File: src/rtl/voq_pkg.sv
package voq_pkg;

    typedef enum logic [1:0] {
        ADM_IDLE = 2'd0,
        ADM_PASS = 2'd1,
        ADM_DROP = 2'd2
    } adm_state_t;

endpackage

File: src/rtl/voq_fifo.sv
module voq_fifo #(
    parameter int DEPTH  = 8,
    parameter int CELL_W = 17,
    localparam int PTR_W = (DEPTH > 1) ? $clog2(DEPTH) : 1,
    localparam int CNT_W = $clog2(DEPTH + 1)
) (
    input  logic              clk,
    input  logic              rst_n,
    input  logic              wr_en,
    input  logic [CELL_W-1:0] wr_cell,
    input  logic              rd_en,
    output logic [CELL_W-1:0] rd_cell,
    output logic [CNT_W-1:0]  count,
    output logic              empty
);

    localparam logic [PTR_W-1:0] LAST_PTR = PTR_W'(DEPTH - 1);

    logic [CELL_W-1:0] mem [DEPTH];
    logic [PTR_W-1:0]  wr_ptr;
    logic [PTR_W-1:0]  rd_ptr;

    always_ff @(posedge clk) begin
        if (wr_en) begin
            mem[wr_ptr] <= wr_cell;
        end
    end

    always_ff @(posedge clk) begin
        if (!rst_n) begin
            wr_ptr <= '0;
            rd_ptr <= '0;
            count  <= '0;
        end else begin
            if (wr_en) begin
                wr_ptr <= (wr_ptr == LAST_PTR) ? '0 : wr_ptr + 1'b1;
            end
            if (rd_en) begin
                rd_ptr <= (rd_ptr == LAST_PTR) ? '0 : rd_ptr + 1'b1;
            end
            case ({wr_en, rd_en})
                2'b10:   count <= count + 1'b1;
                2'b01:   count <= count - 1'b1;
                default: count <= count;
            endcase
        end
    end

    assign rd_cell = mem[rd_ptr];
    assign empty   = (count == '0);

    // a write without a read never lands on a full queue
    p_no_overflow_r5: assert property (@(posedge clk) disable iff (!rst_n)
        (wr_en && !rd_en) |-> (count != CNT_W'(DEPTH)));

    // reads are never issued to an empty queue
    p_no_underflow_r7: assert property (@(posedge clk) disable iff (!rst_n)
        rd_en |-> (count != '0));

    // draining the last cell raises the empty flag
    p_empty_after_drain_r9: assert property (@(posedge clk) disable iff (!rst_n)
        (rd_en && !wr_en && count == CNT_W'(1)) |=> empty);

endmodule

File: src/rtl/voq_admit_fsm.sv
module voq_admit_fsm
    import voq_pkg::*;
#(
    parameter int NUM_OUT = 4,
    parameter int DEPTH   = 8,
    parameter int LEN_W   = 8,
    localparam int DEST_W = $clog2(NUM_OUT),
    localparam int CNT_W  = $clog2(DEPTH + 1),
    localparam int CMP_W  = ((LEN_W > CNT_W) ? LEN_W : CNT_W) + 1
) (
    input  logic              clk,
    input  logic              rst_n,
    input  logic              in_valid,
    input  logic              in_sop,
    input  logic              in_eop,
    input  logic [DEST_W-1:0] in_dest,
    input  logic [LEN_W-1:0]  in_len,
    input  logic [CNT_W-1:0]  sel_cnt,
    output logic              wr_en,
    output logic [DEST_W-1:0] wr_dest
);

    adm_state_t        state_q, state_d;
    logic [DEST_W-1:0] dest_q;
    logic [CMP_W-1:0]  room;
    logic [CMP_W-1:0]  need;
    logic              fits;

    assign room = CMP_W'(DEPTH) - CMP_W'(sel_cnt);
    assign need = CMP_W'(in_len);
    assign fits = (need != '0) && (need <= room);

    // state register and latched destination
    always_ff @(posedge clk) begin
        if (!rst_n) begin
            state_q <= ADM_IDLE;
            dest_q  <= '0;
        end else begin
            state_q <= state_d;
            if (in_valid && in_sop) begin
                dest_q <= in_dest;
            end
        end
    end

    // next state
    always_comb begin
        state_d = state_q;
        if (in_valid) begin
            if (in_sop) begin
                if (in_eop)    state_d = ADM_IDLE;
                else if (fits) state_d = ADM_PASS;
                else           state_d = ADM_DROP;
            end else begin
                unique case (state_q)
                    ADM_IDLE: state_d = ADM_IDLE;
                    ADM_PASS: state_d = in_eop ? ADM_IDLE : ADM_PASS;
                    ADM_DROP: state_d = in_eop ? ADM_IDLE : ADM_DROP;
                    default:  state_d = ADM_IDLE;
                endcase
            end
        end
    end

    // outputs
    always_comb begin
        wr_en   = 1'b0;
        wr_dest = dest_q;
        if (in_valid) begin
            if (in_sop) begin
                wr_dest = in_dest;
                wr_en   = fits;
            end else begin
                unique case (state_q)
                    ADM_PASS: wr_en = 1'b1;
                    ADM_IDLE: wr_en = 1'b0;
                    ADM_DROP: wr_en = 1'b0;
                    default:  wr_en = 1'b0;
                endcase
            end
        end
    end

    // no continuation cell is written while swallowing a packet
    p_drop_swallows_r3: assert property (@(posedge clk) disable iff (!rst_n)
        (state_q == ADM_DROP && in_valid && !in_sop) |-> !wr_en);

    // a stray continuation cell in IDLE is never written
    p_idle_stray_r10: assert property (@(posedge clk) disable iff (!rst_n)
        (state_q == ADM_IDLE && !in_sop) |-> !wr_en);

    // continuation cells keep the destination of their first cell
    p_latched_dest_r4: assert property (@(posedge clk) disable iff (!rst_n)
        (in_valid && in_sop && wr_en && !in_eop) |=>
            (state_q == ADM_PASS && wr_dest == $past(in_dest)));

endmodule

File: src/rtl/voq_buffer.sv
module voq_buffer #(
    parameter int NUM_OUT = 4,
    parameter int DEPTH   = 8,
    parameter int LEN_W   = 8,
    parameter int DATA_W  = 8,
    localparam int DEST_W = $clog2(NUM_OUT),
    localparam int CNT_W  = $clog2(DEPTH + 1),
    localparam int CELL_W = 1 + LEN_W + DATA_W
) (
    input  logic                     clk,
    input  logic                     rst_n,
    input  logic                     in_valid,
    input  logic                     in_sop,
    input  logic                     in_eop,
    input  logic [DEST_W-1:0]        in_dest,
    input  logic [LEN_W-1:0]         in_len,
    input  logic [DATA_W-1:0]        in_data,
    input  logic                     deq_valid,
    input  logic [DEST_W-1:0]        deq_sel,
    output logic                     out_valid,
    output logic                     out_sop,
    output logic [LEN_W-1:0]         out_len,
    output logic [DATA_W-1:0]        out_data,
    output logic                     deq_err,
    output logic [NUM_OUT*CNT_W-1:0] occ_flat,
    output logic [NUM_OUT-1:0]       empty_vec
);

    logic [CNT_W-1:0]  cnt      [NUM_OUT];
    logic [CELL_W-1:0] rd_cells [NUM_OUT];
    logic [NUM_OUT-1:0] wr_vec;
    logic [NUM_OUT-1:0] rd_vec;
    logic              adm_wr;
    logic [DEST_W-1:0] adm_dest;
    logic              rd_ok;
    logic              sel_empty;
    logic [CELL_W-1:0] head_cell;
    logic [CELL_W-1:0] out_cell_q;

    voq_admit_fsm #(
        .NUM_OUT (NUM_OUT),
        .DEPTH   (DEPTH),
        .LEN_W   (LEN_W)
    ) u_admit (
        .clk      (clk),
        .rst_n    (rst_n),
        .in_valid (in_valid),
        .in_sop   (in_sop),
        .in_eop   (in_eop),
        .in_dest  (in_dest),
        .in_len   (in_len),
        .sel_cnt  (cnt[in_dest]),
        .wr_en    (adm_wr),
        .wr_dest  (adm_dest)
    );

    assign sel_empty = empty_vec[deq_sel];
    assign rd_ok     = deq_valid && !sel_empty;

    for (genvar q = 0; q < NUM_OUT; q++) begin : g_queue
        assign wr_vec[q] = adm_wr && (adm_dest == DEST_W'(q));
        assign rd_vec[q] = rd_ok && (deq_sel == DEST_W'(q));

        voq_fifo #(
            .DEPTH  (DEPTH),
            .CELL_W (CELL_W)
        ) u_fifo (
            .clk     (clk),
            .rst_n   (rst_n),
            .wr_en   (wr_vec[q]),
            .wr_cell ({in_sop, in_len, in_data}),
            .rd_en   (rd_vec[q]),
            .rd_cell (rd_cells[q]),
            .count   (cnt[q]),
            .empty   (empty_vec[q])
        );

        assign occ_flat[q*CNT_W +: CNT_W] = cnt[q];
    end

    assign head_cell = rd_cells[deq_sel];

    always_ff @(posedge clk) begin
        if (!rst_n) begin
            out_valid  <= 1'b0;
            deq_err    <= 1'b0;
            out_cell_q <= '0;
        end else begin
            out_valid <= rd_ok;
            deq_err   <= deq_valid && sel_empty;
            if (rd_ok) begin
                out_cell_q <= head_cell;
            end
        end
    end

    assign out_sop  = out_cell_q[CELL_W-1];
    assign out_len  = out_cell_q[DATA_W +: LEN_W];
    assign out_data = out_cell_q[DATA_W-1:0];

    // dequeue of an empty queue flags an error and yields no cell
    p_empty_deq_r7: assert property (@(posedge clk) disable iff (!rst_n)
        (deq_valid && sel_empty) |=> (deq_err && !out_valid));

    // a granted dequeue always produces a cell
    p_deq_yields_r6: assert property (@(posedge clk) disable iff (!rst_n)
        (deq_valid && !sel_empty) |=> (out_valid && !deq_err));

    // at most one queue written per slot
    p_one_write_r5: assert property (@(posedge clk) disable iff (!rst_n)
        $onehot0(wr_vec));

endmodule

File: config.mk
export PLATFORM = sky130hd
export DESIGN_NAME = voq_buffer
export DESIGN_NICKNAME = d
export VERILOG_FILES = /design/src/rtl/voq_pkg.sv /design/src/rtl/voq_fifo.sv /design/src/rtl/voq_admit_fsm.sv /design/src/rtl/voq_buffer.sv
export SDC_FILE = /design/constraint.sdc
export NUM_CORES = 1
export LEC_CHECK = 0
export ABC_AREA = 1
export BUFFER_PORTS_ARGS = -buffer_cell sky130_fd_sc_hd__buf_2
export CAP_MARGIN = 5
export CORE_ASPECT_RATIO = 1.25
export CORE_UTILIZATION = 40
export CTS_BUF_LIST = sky130_fd_sc_hd__clkbuf_8
export DETAILED_ROUTE_END_ITERATION = 6
export RECOVER_POWER = 100
export SYNTH_ARGS = -nofsm -noshare
export SYNTH_HDL_FRONTEND = slang
export SYNTH_SLANG_ARGS = --single-unit
export TNS_END_PERCENT = 100
File: constraint.sdc
create_clock -name clk -period 5.6 [get_ports clk]
set_clock_uncertainty 0.05 [all_clocks]
set_input_delay 1.68 -clock clk [delete_from_list [all_inputs] [get_ports clk]]
set_output_delay 1.68 -clock clk [all_outputs]
set_load 0.1 [all_outputs]
Word level (Yosys, flattened, before mapping)
Memories as Yosys holds them, arrays and structs flattened. A register that Yosys moved wholly into a read port is not among the register bits.
Cells that the tools add are included.
{"block": "word_totals", "ff_bits": 63, "ram_bits": 544, "input_bits": 26, "out_inout_bits": 39, "elab_cells": 139, "n_memories": 4}
{"block": "op_classes", "n_addsub": 17, "n_lt_le_gt_ge": 4, "eq_ne": 24, "mux": 47, "bitwise": 2, "reduce_logical": 24}
{"memory": "g_queue[0].u_fifo.mem", "depth": 8, "width": 17, "read_ports": 1, "rd_ports_with_merged_regs": 1, "wr": 1, "line_no": "voq_fifo.sv:19", "text": "logic [CELL_W-1:0] mem [DEPTH];"}
{"memory": "g_queue[1].u_fifo.mem", "depth": 8, "width": 17, "read_ports": 1, "rd_ports_with_merged_regs": 1, "wr": 1, "line_no": "voq_fifo.sv:19"}
{"memory": "g_queue[2].u_fifo.mem", "depth": 8, "width": 17, "read_ports": 1, "rd_ports_with_merged_regs": 1, "wr": 1, "line_no": "voq_fifo.sv:19"}
{"memory": "g_queue[3].u_fifo.mem", "depth": 8, "width": 17, "read_ports": 1, "rd_ports_with_merged_regs": 1, "wr": 1, "line_no": "voq_fifo.sv:19"}
{"cell": "3-bit two-way mux", "n": 16}
{"cell": "17-bit binary-select mux with 2-bit select", "n": 1}
{"cell": "17-bit two-way mux", "n": 2}
{"cell": "4-bit one-hot mux with 2 select lines", "n": 4}
{"cell": "3-bit by 1-bit adder with 3-bit output, second input constant", "n": 8}
{"cell": "3-bit equality test, second input constant", "n": 8}
{"cell": "2-bit equality test, second input constant", "n": 9}
{"cell": "4-bit by 1-bit adder with 4-bit output, second input constant", "n": 4}
{"cell": "4-bit logical NOT", "n": 4}
{"cell": "4-bit by 1-bit subtractor with 4-bit output, second input constant", "n": 4}
{"cell": "2-bit by 1-bit equality test with 1-bit output, second input constant", "n": 7}
{"cell": "1-bit two-way mux", "n": 13}
{"cell": "1-bit logical AND", "n": 12}
{"cell": "2-bit two-way mux", "n": 6}
{"cell": "8-bit by 9-bit <= comparator with 1-bit output", "n": 1}
{"cell": "9-bit nonzero test", "n": 1}
{"cell": "4-bit binary-select mux with 2-bit select", "n": 1}
{"cell": "4-bit two-way mux", "n": 2}
{"cell": "2-bit nonzero test", "n": 4}
{"cell": "3-bit >= comparator, second input constant", "n": 2}
{"cell": "2-bit NOT with 3-bit output", "n": 2}
{"cell": "4-bit by 4-bit subtractor with 5-bit output, first input constant", "n": 1}
{"cell": "2-bit logical NOT", "n": 2}
{"cell": "2-bit one-hot mux with 2 select lines", "n": 1}
{"cell": "3 further kinds", "n": 3}

Longest topological paths before layout
{"block": "depth", "depth_word": 12, "ltp_mapped": 30}

Cells and area by module
Synthesis repeated with hierarchy kept, for this count alone.
{"block": "hier_totals", "cells_unflattened": 2217, "hier_area_um2": 25659.6}
{"module": "voq_fifo (g_queue[1].u_fifo ...)", "instances": 3, "cells_per_inst": 470, "area_each_um2": 5933.2, "seq_area_each_um2": 4344.2}
{"module": "voq_fifo (g_queue[0].u_fifo)", "instances": 1, "cells_per_inst": 468, "area_each_um2": 5928.2, "seq_area_each_um2": 4344.2}
{"module": "voq_buffer", "instances": 1, "cells_per_inst": 256, "area_each_um2": 1402.6, "seq_area_each_um2": 380.4}
{"module": "voq_admit_fsm", "instances": 1, "cells_per_inst": 83, "area_each_um2": 529.3, "seq_area_each_um2": 80.1}

Least setup slack after synthesis
No wires, ideal clock.
{"block": "synth_timing", "path_kind": "input -> register", "startpoint": "in in_dest[0]", "endpoint": "mem g_queue[0].u_fifo.mem[6][0] (enable)", "setup_time_ns": 0.413, "t_arrival_ns": 4.917, "t_required_ns": 5.137, "slack_ns": 0.220, "cell_stages": 21, "n_path_buf": 2, "path_cell_list": "buf_6 -> nor2_1 -> inv_1 -> a32oi_1 -> inv_2 -> ha_1 -> nand2_2 -> nand2_2 -> ha_1 -> nand2_1 -> inv_1 -> nand2_1 -> nand2_1 -> nand2_1 -> nand3_1 -> nand2_2 -> nand2_4 -> nand2_8 -> nand3_4 -> buf_6 -> nor3_1"}
{"block": "synth_via", "elab_chain_len": 12, "word_cells_on_any_way": 15}
{"item": "start: declaration", "line_no": "voq_buffer.sv:15", "text": "input logic [DEST_W-1:0] in_dest,"}
{"item": "2-bit NOT with 3-bit output (implied by the code)", "line_no": "voq_buffer.sv:52", "text": ".sel_cnt (cnt[in_dest]),"}
{"item": "4-bit binary-select mux with 2-bit select", "line_no": "voq_buffer.sv:52"}
{"item": "4-bit two-way mux (implied by the code) (2 in a row)", "line_no": "voq_buffer.sv:52"}
{"item": "4-bit by 4-bit subtractor with 5-bit output", "line_no": "voq_admit_fsm.sv:29", "text": "assign room = CMP_W'(DEPTH) - CMP_W'(sel_cnt);"}
{"item": "8-bit by 9-bit <= comparator with 1-bit output", "line_no": "voq_admit_fsm.sv:31", "text": "assign fits = (need != '0) && (need <= room);"}
{"item": "1-bit logical AND", "line_no": "voq_admit_fsm.sv:31"}
{"item": "1-bit two-way mux", "line_no": "voq_admit_fsm.sv:70", "text": "if (in_sop) begin"}
{"item": "1-bit two-way mux", "line_no": "voq_admit_fsm.sv:69", "text": "if (in_valid) begin"}
{"item": "1-bit logical AND *", "line_no": "voq_buffer.sv:61", "text": "assign wr_vec[q] = adm_wr && (adm_dest == DEST_W'(q));"}
{"item": "1-bit two-way mux *", "line_no": "voq_fifo.sv:24", "text": "if (wr_en) begin"}
{"item": "1-bit two-way mux (implied by the code) *", "line_no": "voq_fifo.sv:25", "text": "mem[wr_ptr] <= wr_cell;"}
{"item": "end: declaration", "line_no": "voq_fifo.sv:19"}
Every way passes the cells marked *; elsewhere a longest branch is shown, timed or not. The select of a mux whose other input is x is not followed.

Worst setup path after layout
{"block": "layout_timing", "startpoint": "in in_sop", "endpoint": "mem g_queue[1].u_fifo.mem[2][16] (enable)"}
{"block": "layout_via", "elab_chain_len": 6, "word_cells_on_any_way": 8}
{"item": "start: declaration", "line_no": "voq_buffer.sv:13", "text": "input logic in_sop,"}
{"item": "2-bit two-way mux", "line_no": "voq_admit_fsm.sv:70"}
{"item": "2-bit two-way mux", "line_no": "voq_admit_fsm.sv:69"}
{"item": "2-bit by 1-bit equality test with 1-bit output", "line_no": "voq_buffer.sv:61"}
{"item": "1-bit logical AND *", "line_no": "voq_buffer.sv:61"}
{"item": "1-bit two-way mux *", "line_no": "voq_fifo.sv:24"}
{"item": "1-bit two-way mux (implied by the code) *", "line_no": "voq_fifo.sv:25"}
{"item": "end: declaration", "line_no": "voq_fifo.sv:19"}
Every way passes the cells marked *; elsewhere a longest branch is shown, timed or not.

==> out/results.tsv <==
stage	metric	value	unit
power_and_ir_drop	post-route total power	9.399	mW
sta	Final WS setup	513.2	ps
critical_path	family with the most delay on the worst path	buffers and inverters	
sta	final setup fails	0	
critical_path	Crit. End Element	flip-flop	
critical_path	Crit-path slowest cell	clkbuf_1	
sta	fmax	0.1966	GHz
yosys	syn avg cell area	11.77	sq um
sta	RSZ-0062 raised after global routing	false	
cells_and_area	fin cells	3181	
run_status	run status	complete, but fails checks	
cts	CTS hold repair buffers	0	
global_routing	first-pass GRT wire length	99.56	mm
floorplan	I/O pin cnt	65	
power_and_ir_drop	Power Density	332.2	nW/um^2
global_routing	largest net degree at the start of global routing	70	
yosys	sequential share of the synthesized area	0.7006	
cells_and_area	Synth-to-Final Area Change	11.12	%
sta	fin. max-slew vios	436	
cts	CTS buffer count	91	
route	vias per cell	5.342	
floorplan	Initial Util	0.4040	
place	number of port buffers	64	
route	aggregate routed wire length	66.30	mm
floorplan	Rows	103	
cells_and_area	commonest non-fill, non-tap cell in the layout	edfxtp_1	
critical_path	Arr. time, crit path	5280	ps
route	DRC viols	0	
sta	fin crit share	0.9084	
cts	clock-pin slew on the worst setup and hold paths	60	ps
cts	clk sinks	619	
place	hpwl dp	39.37	mm
yosys	Post-synth ARST share	0	
route	DR WL/cell	20.84	um
critical_path	cell repeated most along the worst path	clkbuf_1	
place	DP Worst Slack	241.8	ps
cts	postcts setup bufs	0	
sta	Slew HR	-0.7012	
cts	H-tree depth	3	
route	total iterations of the first detailed-routing run	7	
critical_path	WS Path Type	input port to flip-flop	
cells_and_area	share of cells above drive strength 1	0.08593	
power_and_ir_drop	VDD IR-drop max	0.2090	mV
min_path	class of the worst hold path	flip-flop to flip-flop	
critical_path	CP Cell Sequence	buf_2, clkbuf_1, nor2_1, nor2_8, nand3_4, nor3_1, clkbuf_1	
route	vias	16990	
critical_path	Crit path required time	5790	ps
floorplan	Die Span X	227.7	um
floorplan	area of the core	63020	sq um
global_routing	vias in the first global route	16720	
sta	Final Hold Vio Count	0	
yosys	Synth Register Bits	619	
yosys	Cells after Synth	2163	
global_routing	initial antenna violation count	3	
cts	CTS tree	done	
global_routing	GRT Util Overall	0.2061	
yosys	Cell variety after synth	36	
yosys	Synthesis Warnings	0	
global_routing	total gr overflow	0	
floorplan	Die Ht	284.1	um
yosys	Post-synth top flop	edfxtp_1	
critical_path	buffers and inverters on the worst path	3	
cts	CTS Buffer Depth	3	
sta	Setup Total Neg Slack	0	ps
yosys	Synth Net Count	2229	
run_status	failing checks	capacitance limit, slew limit	
cts	CTS resizes	0	
place	GPL Wtd Cong	0.8310	
power_and_ir_drop	static leakage	9.765	nW
place	Inst Count DP	3011	
cells_and_area	most frequent cells in the layout	edfxtp_1, nor2_1, o21ai_0, nand2_1, o211ai_1	
run	Max-Cap Viols	13	
yosys	EDFF count, synth	544	
cells_and_area	Nets	2330	
cells_and_area	fin util	0.4489	
sta	min cycle time layout	5087	ps
cts	Clock Tree Root	clkbuf_8	
sta	Slew @ Worst Pin	2552	ps
cts	worst skew pair latency	650	ps
route	DRT iter0 DRCs	1455	
critical_path	largest stage delay on the critical path	1420	ps
critical_path	crit-path max FO	35	
floorplan	Total Die Area	64670	sq um
critical_path	Worst Setup Start Kind	input port	
yosys	Post-Syn Area	25460	sq um
route	Detail Route Antenna Nets	0	
-- sequential cells by signal (all words and copies together), names as in the netlist, named ones only --
name / count
g_queue.u_fifo.rd_ptr: 12
u_admit.dest_q: 2
out_cell_q: 17
u_admit.state_q: 2
g_queue.u_fifo.count: 16
out_valid: 1
g_queue.u_fifo.mem: 544
g_queue.u_fifo.wr_ptr: 12
deq_err: 1
-- power breakdown --
part	switching, mW	internal, mW	leakage [nW]
Combinational	0.693	0.176	3.23
Sequential	0.0443	5.07	5.51
Clock	1.68	1.73	1.03
Total	2.42	6.98	9.76
-- path summary, 6_finish.rpt --
check                                           end  cells past startpoint  slack [ps]                                    start
max          g_queue[1].u_fifo.mem[2][16]$_DFFE_PP_                      7         510                                   in_sop
min                 u_admit.state_q[0]$_SDFFE_PN0P_                      2         440          u_admit.state_q[0]$_SDFFE_PN0P_
max reg2reg  g_queue[1].u_fifo.mem[2][16]$_DFFE_PP_                     18        1420  g_queue[0].u_fifo.count[0]$_SDFFE_PN0P_
min reg2reg         u_admit.state_q[0]$_SDFFE_PN0P_                      2         440          u_admit.state_q[0]$_SDFFE_PN0P_
-- metrics by stage --
step / cell area, sq um / hold WS, ps
floorplan: 25460 / 412.1
detailed placement: 26940 / 429.6
CTS: 28650 / 440.6
finish: 28290 / 436.1
global route: 28290 / 456.2
global placement: 26940 / 421.8
-- layer usage --
layer  vias up  share of wire  global-route usage
li1       7946              -                   -
met1      8405           0.41              0.2636
met2       534           0.50              0.3471
met3       105          0.055             0.03163
met4         2          0.031             0.08406
met5         -        0.00015                   0
-- Yosys cell counts (2+ instances only) --
master / number / share of area
edfxtp_1: 544 / 0.64
nor2_1: 508 / 0.075
o21ai_0: 198 / 0.039
nand2_1: 144 / 0.021
o21ai_1: 137 / 0.027
o211ai_1: 132 / 0.039
inv_1: 77 / 0.011
dfxtp_1: 75 / 0.059
clkbuf_1: 73 / 0.011
nand3_1: 50 / 0.0098
ha_1: 40 / 0.020
nor3_1: 33 / 0.0065
buf_2: 28 / 0.0055
a21oi_1: 24 / 0.0047
inv_2: 13 / 0.0019
buf_1: 9 / 0.0013
nand2_2: 9 / 0.0022
o221ai_1: 9 / 0.0031
mux2i_1: 8 / 0.0031
nor4_1: 6 / 0.0015
buf_6: 5 / 0.0022
xor2_1: 5 / 0.0017
buf_4: 4 / 0.0012
clkinv_1: 4 / 0.00059
nand3_4: 4 / 0.0028
nand4_1: 4 / 0.00098
o31ai_1: 4 / 0.0012
xnor2_1: 4 / 0.0014
o21ai_2: 3 / 0.0010
nand3_2: 2 / 0.00079
nand3b_1: 2 / 0.00059
-- area by class of cell --
class / instances / area [sq um]
fill: 5829 / 34730
inverter: 94 / 352.8
multi-input combinational: 1331 / 6740
clock buffer: 100 / 1376
timing repair buffer: 127 / 588.1
clock inverter: 68 / 330.3
tap: 840 / 1051
sequential: 619 / 17850
antenna: 2 / 5.005
-- worst register-to-register path: stages (launching register included) --
cell and delay [ps]:
dfxtp_1 460, inv_1 80, nor2_1 100, inv_1 50, a32oi_1 270, inv_2 60, ha_1 210, nand2_2 80
nand2_2 100, ha_1 340, and3_1 220, nand3b_1 90, nand3_1 80, nand2_2 90, nand2_4 60, nand2_8 120
nand3_4 220, nor3_1 190, clkbuf_1 880
-- cells by family after synthesis --
family | synth area share
AND/OR/NAND/NOR | 0.1235
buffers and inverters | 0.03484
adder cells (fa/ha/maj) | 0.01966
XOR/XNOR | 0.003096
AO/OA/AOI/OAI | 0.1151
flip-flops | 0.7006
multiplexers | 0.003145
(Power assumes the default switching activity.)
